$ cat src/rtl/txl_pkg.sv
// Package: txl_pkg
// Shared defaults and helpers for the throttled transmit link.
// Assumes: none; pure constants and a width helper.
package txl_pkg;

    localparam int unsigned TXL_WORD_W = 16;  // link word width
    localparam int unsigned TXL_SKID_D = 4;   // words held while stalled
    localparam int unsigned TXL_SYNC_N = 2;   // synchroniser flops
    localparam int unsigned TXL_LAG_N  = 2;   // extra delay before stop takes effect

    // Pointer width for a store of the given depth (at least one bit).
    function automatic int unsigned txl_ptr_w(input int unsigned depth);
        return (depth > 1) ? $clog2(depth) : 1;
    endfunction

endpackage

$ cat src/rtl/txl_throttle_sync.sv
// Module: txl_throttle_sync
// Brings the asynchronous not-ready input into the send clock domain and
// produces the stop request for the output stage. Rising not-ready takes
// effect after SYNC_N + LAG_N edges; falling not-ready releases after SYNC_N
// edges, because the stop is the AND of the synchroniser tail and the lag tail.
// Assumes: SYNC_N >= 2, LAG_N >= 1; a not-ready pulse shorter than LAG_N + 1
// cycles at the synchroniser output is filtered out.
module txl_throttle_sync #(
    parameter int unsigned SYNC_N = 2,
    parameter int unsigned LAG_N  = 2
) (
    input  logic clk,
    input  logic rst_n,
    input  logic dnr_async,
    output logic hold
);

    logic [SYNC_N-1:0] sync_q;
    logic [LAG_N-1:0]  lag_q;

    // Metastability chain for the asynchronous throttle.
    always_ff @(posedge clk) begin : p_sync_chain
        if (!rst_n) begin
            sync_q <= '0;
        end else begin
            sync_q[0] <= dnr_async;
            for (int i = 1; i < int'(SYNC_N); i++) begin
                sync_q[i] <= sync_q[i-1];
            end
        end
    end

    // Delay line that sets how many words still go out after a stop.
    always_ff @(posedge clk) begin : p_lag_chain
        if (!rst_n) begin
            lag_q <= '0;
        end else begin
            lag_q[0] <= sync_q[SYNC_N-1];
            for (int i = 1; i < int'(LAG_N); i++) begin
                lag_q[i] <= lag_q[i-1];
            end
        end
    end

    // Stop only while both the fresh and the delayed view agree.
    always_comb begin : p_hold
        hold = sync_q[SYNC_N-1] & lag_q[LAG_N-1];
    end

endmodule

$ cat src/rtl/txl_skid.sv
// Module: txl_skid
// Small circular store between the host stream and the link register.
// Holds the words accepted while the link is stalled.
// Assumes: caller never pushes when full nor pops when empty.
module txl_skid #(
    parameter int unsigned W     = 16,
    parameter int unsigned DEPTH = 4
) (
    input  logic         clk,
    input  logic         rst_n,
    input  logic         push,
    input  logic [W-1:0] push_data,
    input  logic         pop,
    output logic [W-1:0] pop_data,
    output logic         full,
    output logic         empty
);

    localparam int unsigned PW = txl_pkg::txl_ptr_w(DEPTH);
    localparam int unsigned CW = $clog2(DEPTH + 1);
    localparam logic [PW-1:0] LAST = PW'(DEPTH - 1);

    logic [W-1:0]  slot_q [DEPTH];
    logic [PW-1:0] wr_q;
    logic [PW-1:0] rd_q;
    logic [CW-1:0] cnt_q;

    // Wrap-around increment for a pointer.
    function automatic logic [PW-1:0] bump(input logic [PW-1:0] p);
        return (p == LAST) ? '0 : p + PW'(1);
    endfunction

    // Word storage; no reset needed on data.
    always_ff @(posedge clk) begin : p_store
        if (push) begin
            slot_q[wr_q] <= push_data;
        end
    end

    // Pointers and fill level.
    always_ff @(posedge clk) begin : p_ptrs
        if (!rst_n) begin
            wr_q  <= '0;
            rd_q  <= '0;
            cnt_q <= '0;
        end else begin
            if (push) wr_q <= bump(wr_q);
            if (pop)  rd_q <= bump(rd_q);
            case ({push, pop})
                2'b10:   cnt_q <= cnt_q + CW'(1);
                2'b01:   cnt_q <= cnt_q - CW'(1);
                default: cnt_q <= cnt_q;
            endcase
        end
    end

    // Status and head word.
    always_comb begin : p_status
        pop_data = slot_q[rd_q];
        full     = (cnt_q == CW'(DEPTH));
        empty    = (cnt_q == '0);
    end

endmodule

$ cat src/rtl/txl_out_stage.sv
// Module: txl_out_stage
// Launch register for the link: data and valid leave from flops so the
// inverted transmit clock centres them. Data holds when nothing is loaded.
// Assumes: load is a single-cycle request per word.
module txl_out_stage #(
    parameter int unsigned W = 16
) (
    input  logic         clk,
    input  logic         rst_n,
    input  logic         load,
    input  logic [W-1:0] load_data,
    output logic         dv,
    output logic [W-1:0] data
);

    // Register one word per load; keep the last word otherwise.
    always_ff @(posedge clk) begin : p_launch
        if (!rst_n) begin
            dv   <= 1'b0;
            data <= '0;
        end else begin
            dv <= load;
            if (load) begin
                data <= load_data;
            end
        end
    end

endmodule

$ cat src/rtl/txl_link.sv
// Module: txl_link
// Throttled transmit link: host stream -> skid store -> launch register,
// with a synchronised device throttle, an inverted transmit clock and a
// multi-drop output release.
// Assumes: dev_not_ready and out_disable are asynchronous to send_clk;
// host holds host_data stable while host_valid is high and unaccepted.
module txl_link
    import txl_pkg::*;
#(
    parameter int unsigned WORD_W      = TXL_WORD_W,
    parameter int unsigned SKID_DEPTH  = TXL_SKID_D,
    parameter int unsigned SYNC_STAGES = TXL_SYNC_N,
    parameter int unsigned LAG_STAGES  = TXL_LAG_N
) (
    input  logic              send_clk,
    input  logic              rst_n,
    input  logic              host_valid,
    input  logic [WORD_W-1:0] host_data,
    output logic              host_ready,
    input  logic              dev_not_ready,
    input  logic              oe_ctrl_en,
    input  logic              out_disable,
    output logic              tx_clk,
    output logic [WORD_W-1:0] link_data,
    output logic              link_dv,
    output logic              link_data_oe
);

    logic              hold;
    logic              skid_full;
    logic              skid_empty;
    logic [WORD_W-1:0] skid_word;
    logic              push;
    logic              pop;

    // Throttle synchroniser and lag.
    txl_throttle_sync #(
        .SYNC_N (SYNC_STAGES),
        .LAG_N  (LAG_STAGES)
    ) i_sync (
        .clk       (send_clk),
        .rst_n     (rst_n),
        .dnr_async (dev_not_ready),
        .hold      (hold)
    );

    // Skid store for words accepted during a stall.
    txl_skid #(
        .W     (WORD_W),
        .DEPTH (SKID_DEPTH)
    ) i_skid (
        .clk       (send_clk),
        .rst_n     (rst_n),
        .push      (push),
        .push_data (host_data),
        .pop       (pop),
        .pop_data  (skid_word),
        .full      (skid_full),
        .empty     (skid_empty)
    );

    // Launch register for the link.
    txl_out_stage #(
        .W (WORD_W)
    ) i_out (
        .clk       (send_clk),
        .rst_n     (rst_n),
        .load      (pop),
        .load_data (skid_word),
        .dv        (link_dv),
        .data      (link_data)
    );

    // Host handshake and transfer decisions.
    always_comb begin : p_flow
        host_ready = rst_n & ~skid_full;
        push       = host_valid & host_ready;
        pop        = ~skid_empty & ~hold;
    end

    // Transmit clock and data-line release.
    always_comb begin : p_pins
        tx_clk       = ~send_clk;
        link_data_oe = ~(oe_ctrl_en & out_disable);
    end

endmodule

$ cat config.mk
export PLATFORM = sky130hd
export DESIGN_NAME = txl_link
export DESIGN_NICKNAME = d
export VERILOG_FILES = /design/src/rtl/txl_pkg.sv /design/src/rtl/txl_throttle_sync.sv /design/src/rtl/txl_skid.sv /design/src/rtl/txl_out_stage.sv /design/src/rtl/txl_link.sv
export SDC_FILE = /design/constraint.sdc
export NUM_CORES = 1
export LEC_CHECK = 0
export BUFFER_PORTS_ARGS = -buffer_cell sky130_fd_sc_hd__buf_4
export CAP_MARGIN = 15
export CORE_UTILIZATION = 51
export CTS_CLUSTER_SIZE = 28
export DETAILED_ROUTE_END_ITERATION = 12
export GPL_ROUTABILITY_DRIVEN = 0
export GPL_TIMING_DRIVEN = 1
export PLACE_DENSITY = 0.74
export REMOVE_ABC_BUFFERS = 1
export SLEW_MARGIN = 15
export SYNTH_ARGS = -nofsm -noshare
export SYNTH_HDL_FRONTEND = slang
export SYNTH_SLANG_ARGS = --single-unit
$ cat constraint.sdc
create_clock -name send_clk -period 2.3 [get_ports send_clk]
set_input_delay 0.115 -clock send_clk [delete_from_list [all_inputs] [get_ports send_clk]]
set_output_delay 0.115 -clock send_clk [all_outputs]
set_load 0.02 [all_outputs]
==> metrics.md, run 1 <==
| Metric | Value |
|---|---|
| Global-route wire length before repair | `9330 um` |
| Post-synthesis sequential area ratio | `0.726` |
| Clk slew on worst S/H paths | `90 ps` |
| Post-route clock period utilization | `0.942` |
| Worst setup EP type | `flip-flop` |
| Setup CP Type | `flip-flop to flip-flop` |
| N_diodes | `0` |
| Sw Pwr | `0.00149 W` |
| CTS H-tree lvls | `3` |
| Dpl cell area | `3860 um2` |
| Clock Latency Late Sink | `360 ps` |
| Sequential share of power | `0.444` |
| Drt wl/cell | `17.3 um` |
| Count of final setup violators | `0` |
| Status | `complete, but fails checks` |
| Number of global-route vias before repair | `1928` |
| Post-synthesis adder-cell area fraction | `0.0278` |
| Mapped Cells | `182` |
| Clk root buf | `clkbuf_8` |
| Via count | `1811` |
| Num CTS Buffers | `9` |
| GRT overflow | `0` |
| Via/cell ratio | `5.36` |
| Final wirelength | `5850 um` |
| Max_cap viols | `0` |
| Initial DRC count | `89` |
| Syn avg cell area | `18.8 um2` |
| Initial Utilization | `0.532` |
| Setup Skew | `8.27 ps` |
| Top-area cell type share of the netlist area | `0.562` |
| Pwr/cell area | `1160 nW/um2` |
| Num rows | `29` |
| Final period demand of the worst path | `2170 ps` |
| CTS tree | `built` |
| DRT Pass-1 Iters | `8` |
| Critical path arrival | `2460 ps` |
| Largest net degree at the start of global routing | `19` |
| Max Root-Sink Buffers | `2` |
| Violated checks | `DRC` |
| Combinational power share | `0.285` |
| Remaining DRCs | `10` |
| FILL cells | `449` |
| Slew Limit Fails | `0` |
| Final Cell Area | `4290 um2` |
| Largest family of logic cells by synthesized area | `multiplexers` |
| TNS Setup | `0 ps` |
| Worst-margin pin slew | `909 ps` |
| # IOs | `42` |
| Die ar. | `7030 um2` |
| Peak VDD IR | `0.000732 V` |
| Layout cells sized above 1 | `0.379` |
| Synth Area in XOR/XNOR | `0.00512` |
| Synth warn | `0` |
| Post-route ant nets | `0` |
| DIE HEIGHT | `83.9 um` |
| Crit path launch type | `flip-flop` |
| Synth unique cells | `28` |
| Total power | `0.00500 W` |
| Clock Power Share | `0.271` |
| Fmax | `0.461 GHz` |
| HP Class | `input pin to flip-flop` |
| Post-synth top area cell | `edfxtp_1` |
| Final nets | `285` |
| Slew HR | `0.393` |
| Leakage power | `1.59 nW` |
| Mapped cell area | `3420 um2` |
| Core area | `6420 um2` |
| Synth Area in Compound Gates | `0.0597` |
| Simple-gate area share of the yosys netlist | `0.0450` |
| Maximum fanout along the worst path | `6` |
| Synthesis-to-finish area growth | `25.5%` |
| WP data required | `2590 ps` |
| GRT Resource Usage Total | `0.180` |
| Hold Fails Final Rpt | `0` |
| #FFs+latches synth | `92` |
| Mux cell area share after synthesis | `0.114` |
| Antenna violations before repair | `0` |
| Pint | `0.00351 W` |
| Port buffer count | `41` |
| Largest cells by area after synthesis | `edfxtp_1 (56%), dfxtp_1 (16%), mux4_2 (11%), a22o_1 (2.6%), ha_1 (2.2%)` |
| Die X-Extent | `83.9 um` |
| Core Util, Final | `0.668` |
| Sw Ratio | `0.298` |
| DP HPWL | `3700 um` |
metrics by stage:
step                instances  setup slack (ps)  hold WS, ps
global placement          305               168          272
CTS                       338              86.0         16.1
finish                    338               133         35.7
floorplan                 176              29.7          192
detailed placement        305               107          272
global route              338             -5.66         27.5
flip-flops by register name, indices dropped and copies added, names as in the netlist:
register	flops
i_skid.slot_q	64
i_out.data	16
i_skid.cnt_q	3
i_skid.rd_q	2
i_skid.wr_q	2
i_sync.lag_q	2
i_sync.sync_q	2
i_out.dv	1
layout by cell type, fill, tap and decap left out, types with 4 or more instances in the layout:
| master | netlist | layout |
|---|---|---|
| a22o_1 | 10 | 10 |
| nand2_1 | 5 | 5 |
| buf_4 | 2 | 51 |
| dfxtp_1 | 28 | 26 |
| edfxtp_1 | 64 | 64 |
| mux4_2 | 16 | 16 |
| a22o_2 | 6 | 6 |
| inv_1 | 5 | 5 |
| ha_1 | 6 | 6 |
| and2_1 | 9 | 9 |
| clkbuf_8 | 0 | 9 |
| a21oi_1 | 5 | 4 |
| dlygate4sd3_1 | 0 | 17 |
| nor2_1 | 4 | 4 |
worst paths after layout:
kind | from | to | slack [ps] | cells after the start
max | i_skid.cnt_q[2] | i_skid.cnt_q[2] | 130 | 7
min | rst_n | i_sync.sync_q[1] | 40 | 2
max reg2reg | i_skid.cnt_q[2] | i_skid.cnt_q[2] | 130 | 7
min reg2reg | i_sync.sync_q[0] | i_sync.sync_q[1] | 440 | 1
final cells by class:
type                       instances  area, um2  area share
tap                               77       96.3      0.0224
clock buffer                      10        131      0.0306
timing repair buffer              68        566       0.132
multi-input combinational         78        871       0.203
inverter                           5       18.8     0.00437
sequential                        92       2480       0.579
clock inverter                     8        124      0.0289
cells by family after synthesis:
logic type	count (synthesis)
DFF	92
AOI/OAI and AO/OA	25
muxes	19
adders and majority gates	7
xor gates and xnor gates	2
and+or+nand+nor	25
buffers and inverters	12
cells in the mapped netlist:
cell type / count
a21oi_1: 5
a21oi_4: 1
a22o_1: 10
a22o_2: 6
and2_1: 9
buf_4: 2
buf_6: 3
clkbuf_1: 1
dfxtp_1: 28
edfxtp_1: 64
fa_1: 1
ha_1: 6
inv_1: 5
inv_2: 1
mux2i_1: 3
mux4_2: 16
nand2_1: 5
nand3_1: 1
nor2_1: 4
nor3_2: 1
nor3_4: 1
o21ai_0: 3
or2_2: 1
or3_2: 1
or3_4: 1
or4_1: 1
xnor2_1: 1
xor2_1: 1
repair_timing:
item                       CTS  global route
hold buffers                17             0
setup endpoints to repair    0             1
hold endpoints to repair    65             0
buffers inserted             0             0
gates resized for setup      0             4
power groups by stage:
stage	clock, W	combinational, W	sequential (W)
final	0.00136	0.00142	0.00222
after floorplan	0.0000312	0.000735	0.00239
after CTS	0.00138	0.00143	0.00220
after global routing	0.00144	0.00155	0.00225
after global placement	0.0000572	0.00137	0.00222
after detailed placement	0.0000572	0.00140	0.00224
layer usage:
layer / up-vias / track usage / share of wire
li1: 859 / - / -
met3: 6 / 0.0574 / 0.037
met4: 0 / 0.0533 / 0.010
met1: 909 / 0.208 / 0.42
met2: 37 / 0.320 / 0.53
met5: - / 0 / 0
worst max-delay path: stages, from the launching register on:
cell     delay, ps
dfxtp_1        400
nor3_4         320
nor2_1          90
ha_1           220
fa_1           380
xnor2_1        140
or3_2          410
a21oi_1        140
(Power assumes the default switching activity.)
==> run 2, diff against run 1 <==
--- a/config.mk
+++ b/config.mk
@@ -7,11 +7,10 @@
 export LEC_CHECK = 0
 export BUFFER_PORTS_ARGS = -buffer_cell sky130_fd_sc_hd__buf_4
-export CAP_MARGIN = 15
-export CORE_UTILIZATION = 51
+export CAP_MARGIN = 30
+export CORE_UTILIZATION = 35
 export CTS_CLUSTER_SIZE = 28
 export DETAILED_ROUTE_END_ITERATION = 12
 export GPL_ROUTABILITY_DRIVEN = 0
 export GPL_TIMING_DRIVEN = 1
-export PLACE_DENSITY = 0.74
 export REMOVE_ABC_BUFFERS = 1
 export SLEW_MARGIN = 15
==> constraint.sdc (replaced) <==
create_clock -name send_clk -period 2.3 [get_ports send_clk]
set_input_delay 0.115 -clock send_clk [delete_from_list [all_inputs] [get_ports send_clk]]
set_output_delay 0.115 -clock send_clk [all_outputs]
set_load 0.05 [all_outputs]
==> metrics.md, run 2 (same netlist as run 1, synthesis figures left out) <==
| Metric | Value |
|---|---|
| Maximum fanout along the worst path | `5` |
| Post-route ant nets | `0` |
| Post-route clock period utilization | `0.944` |
| Port buffer count | `41` |
| Setup CP Type | `flip-flop to flip-flop` |
| Hold Fails Final Rpt | `0` |
| TNS Setup | `0 ps` |
| Total power | `0.00511 W` |
| Leakage power | `1.58 nW` |
| Crit path launch type | `flip-flop` |
| Critical-path top delay cell | `dfxtp_2` |
| Post CTS Setup Buffer Count | `0` |
| Fmax | `0.461 GHz` |
| Max Root-Sink Buffers | `2` |
| Final nets | `286` |
| CTS tree | `built` |
| Status | `finished clean` |
| DP HPWL | `3760 um` |
| Clk root buf | `clkbuf_8` |
| Pwr/cell area | `1180 nW/um2` |
| Core Util, Final | `0.461` |
| Worst setup EP type | `flip-flop` |
| WP data required | `2580 ps` |
| Num CTS Buffers | `9` |
| CTS H-tree lvls | `3` |
| Synthesis-to-finish area growth | `26.3%` |
| CP max stage delay | `410 ps` |
| Critical path arrival | `2450 ps` |
| Final wirelength | `5740 um` |
| Crit-path leading delay family | `adder cells` |
| Via/cell ratio | `4.57` |
| Antenna violations before repair | `0` |
| Clk slew on worst S/H paths | `80 ps` |
| Layout cells sized above 1 | `0.378` |
| Final period demand of the worst path | `2170 ps` |
| Largest net degree at the start of global routing | `19` |
| Max FFs per register | `64` |
| Remaining DRCs | `0` |
| Buf/Inv on CP | `1` |
| Most frequent cells in the layout | `edfxtp_1 (64), buf_4 (53), dfxtp_1 (26)` |
| Setup Skew | `7.84 ps` |
| Num rows | `35` |
| Initial DRC count | `24` |
| Drt wl/cell | `14.7 um` |
| Core area | `9370 um2` |
| Slew HR | `0.425` |
| GRT overflow | `0` |
| Clock Latency Late Sink | `350 ps` |
| Via count | `1788` |
| Max_cap viols | `0` |
| N_diodes | `0` |
| Most common cell after layout, fill and taps aside | `edfxtp_1` |
| DP Cell Count | `358` |
| CP cell instances | `nor2_1, a21oi_1, inv_1, ha_1, fa_1, xnor2_1, or3_2, a21oi_1` |
| Top Registers | `i_skid.slot_q x64, i_out.data x16, i_skid.cnt_q x3` |
| # IOs | `42` |
| Pre-CTS setup slack | `82.6 ps` |
| Global-route wire length before repair | `9340 um` |
| HP Class | `input pin to flip-flop` |
| Count of final setup violators | `0` |
| Final worst slack | `129 ps` |
| Die X-Extent | `101 um` |
| Slew Limit Fails | `0` |
| Number of global-route vias before repair | `1868` |
| Worst-margin pin slew | `862 ps` |
| DIE HEIGHT | `101 um` |
| Peak VDD IR | `0.000671 V` |
| Initial Utilization | `0.365` |
| Top reg by flops | `i_skid.slot_q` |
| DRT Pass-1 Iters | `4` |
| RSZ-0062 raised after global routing | `false` |
| Finished Layout Cells | `391` |
| Crit path top cell by count | `a21oi_1` |
| GRT Resource Usage Total | `0.128` |
| Die ar. | `10200 um2` |
[run 2: where the power goes]
group / internal [W] / total [W] / switching [W]
sequential: 0.00202 / 0.00221 / 0.000182
combinational: 0.000736 / 0.00169 / 0.000955
clock: 0.000600 / 0.00121 / 0.000608
total: 0.00336 / 0.00511 / 0.00175
[run 2: final timing paths]
path                         start               end  slack (ps)  cells after the start
setup / recovery   i_skid.cnt_q[0]   i_skid.cnt_q[2]         130                      8
hold / removal               rst_n  i_sync.sync_q[1]          50                      2
setup reg to reg   i_skid.cnt_q[0]   i_skid.cnt_q[2]         130                      8
hold reg to reg   i_sync.sync_q[0]  i_sync.sync_q[1]         440                      1
[run 2: layout make-up]
| class | instances | area [um2] |
|---|---|---|
| fillers | 860 | 5050 |
| flip-flops and latches | 92 | 2480 |
| multi-input cells | 78 | 867 |
| repair buffers | 69 | 561 |
| clock buffers | 16 | 211 |
| well taps | 129 | 161 |
| inverters | 5 | 18.8 |
| clock inverters | 2 | 12.5 |
[run 2: repair_timing]
item                       4_1_cts  5_1_grt
resized for setup                0        3
hold endpoints to repair        65        0
setup endpoints to repair        0        1
hold buffers                    17        0
[run 2: per-layer routing]
| layer | GRT usage | up-vias | wire, um |
|---|---|---|---|
| met5 | 0 | - | 0 |
| met4 | 0.0546 | 0 | 87 |
| met3 | 0.0437 | 9 | 215 |
| met2 | 0.214 | 36 | 2950 |
| met1 | 0.150 | 885 | 2480 |
| li1 | - | 858 | - |
[run 2: through the flow]
| step | hold WS [ps] | area, um2 |
|---|---|---|
| global placement | 305 | 3930 |
| finish | 49.6 | 4320 |
| detailed placement | 305 | 3930 |
| floorplan | 214 | 3370 |
| global route | 29.2 | 4320 |
| CTS | 21.5 | 4310 |
==> run 3, diff against run 2 <==
clock period = 2.6 ns   (was 2.3 ns; I/O delays follow)
==> metrics.md, run 3 (same netlist as run 1, synthesis figures left out) <==
| Metric | Value |
|---|---|
| Port buffer count | `41` |
| Hold Fails Final Rpt | `0` |
| Post-route clock period utilization | `0.851` |
| WP data required | `2890 ps` |
| Leakage power | `1.56 nW` |
| Final Cell Area | `4290 um2` |
| Worst-margin pin slew | `871 ps` |
| Post-route ant nets | `0` |
| Max Root-Sink Buffers | `2` |
| Antenna violations before repair | `0` |
| CTS tree | `built` |
| Number of global-route vias before repair | `1854` |
| Synthesis-to-finish area growth | `25.6%` |
| Initial DRC count | `63` |
| Max FFs per register | `64` |
| GRT overflow | `0` |
| CP cell instances | `nor3_2, nor2_1, ha_1, fa_1, xnor2_1, or3_2, a21oi_1` |
| Clk root buf | `clkbuf_8` |
| Most common cell after layout, fill and taps aside | `edfxtp_1` |
| Final period demand of the worst path | `2210 ps` |
| Count of final setup violators | `0` |
| Via count | `1790` |
| DIE HEIGHT | `101 um` |
| Clk slew on worst S/H paths | `80 ps` |
| Clock Latency Late Sink | `350 ps` |
| Slew Limit Fails | `0` |
| Global-route wire length before repair | `9490 um` |
| Num rows | `35` |
| Peak VDD IR | `0.000647 V` |
| N_diodes | `0` |
| Worst setup EP type | `flip-flop` |
| R2R cell count | `7` |
| Maximum fanout along the worst path | `6` |
| GRT Resource Usage Total | `0.129` |
| DRT Pass-1 Iters | `4` |
| Slew HR | `0.419` |
| Fmax | `0.452 GHz` |
| Critical-path top delay cell | `or3_2` |
| Layout cells sized above 1 | `0.362` |
| Via/cell ratio | `4.64` |
| Top Registers | `i_skid.slot_q x64, i_out.data x16, i_skid.cnt_q x3` |
| TNS Setup | `0 ps` |
| Cell count of the worst hold path | `2` |
| Pwr/cell area | `1060 nW/um2` |
| Final nets | `281` |
| HP Class | `input pin to flip-flop` |
| Drt wl/cell | `15.1 um` |
| Crit path launch type | `flip-flop` |
| Die ar. | `10200 um2` |
| Top reg by flops | `i_skid.slot_q` |
| FILL cells | `851` |
| RSZ-0062 raised after global routing | `false` |
| Initial Utilization | `0.365` |
| Most frequent cells in the layout | `edfxtp_1 (64), buf_4 (47), dfxtp_1 (28)` |
| Core area | `9370 um2` |
| Setup Skew | `6.88 ps` |
| Max_cap viols | `0` |
| Status | `finished clean` |
| Num CTS Buffers | `9` |
| Largest net degree at the start of global routing | `19` |
| CP max stage delay | `410 ps` |
| Critical path arrival | `2500 ps` |
| Die X-Extent | `101 um` |
| Setup CP Type | `flip-flop to flip-flop` |
| Dpl cell area | `3900 um2` |
| Post CTS Setup Buffer Count | `0` |
| # IOs | `42` |
| Final wirelength | `5820 um` |
| Remaining DRCs | `0` |
| CTS H-tree lvls | `3` |
| DP HPWL | `3630 um` |
[run 3: cell count changes in the layout (fill, tap and decap cells not counted), sizes merged]
cell	previous run	this run
buf	53	48
clkinvlp	0	1
bufinv	0	2
clkinv	1	3
clkbuf	15	9
inv	6	7
[run 3: per-layer routing]
layer  share of wire  vias up  global-route usage
met5               0        -                   0
met4           0.017        0              0.0502
met3           0.037        9              0.0368
met2            0.48       37               0.206
met1            0.47      897               0.166
li1                -      847                   -
[run 3: critical path, delay by kind of cell (launching register included)]
family	cells	cell delay, ps
simple gates	3	900
fa+ha+maj	2	610
flops	1	370
xor+xnor	1	140
compound gates	1	140
[run 3: worst paths after layout]
kind / from / endpoint / slack [ps]
setup reg to reg: i_skid.cnt_q[2] / i_skid.cnt_q[2] / 390
hold reg to reg: i_sync.lag_q[0] / i_sync.lag_q[1] / 440
hold / removal: rst_n / i_sync.sync_q[0] / 50
setup / recovery: i_skid.cnt_q[2] / i_skid.cnt_q[2] / 390
[run 3: where the power goes]
part           leakage, nW  switching, W  internal, W  total (W)
clock network        0.120      0.000561     0.000568    0.00113
logic                0.625      0.000823     0.000636    0.00146
registers            0.811      0.000179      0.00179    0.00197
[run 3: metrics by stage]
stage	hold slack, ps	utilization	power (W)	worst slack, ps	std cells
after detailed placement	320	0.416	0.00355	411	353
after global placement	320	0.416	0.00353	453	353
after CTS	27.9	0.458	0.00462	383	386
after floorplan	229	-	0.00308	330	176
final	53.9	0.458	0.00456	386	386
after global routing	48.0	0.458	0.00480	234	386
[run 3: timing repair]
| action | 4_1_cts | 5_1_grt |
|---|---|---|
| endpoints found under the hold margin | 65 | 0 |
| hold buffers | 17 | 0 |
| resized for setup | 0 | 0 |
[run 3: area by class of cell]
type                            instances  area (um2)  area share
Tap cell                              129         161      0.0376
Clock inverter                          8         103      0.0239
Inverter                                5        18.8     0.00437
Sequential cell                        92        2480       0.578
Multi-Input combinational cell         78         861       0.201
Clock buffer                           10         131      0.0306
Timing Repair Buffer                   64         536       0.125
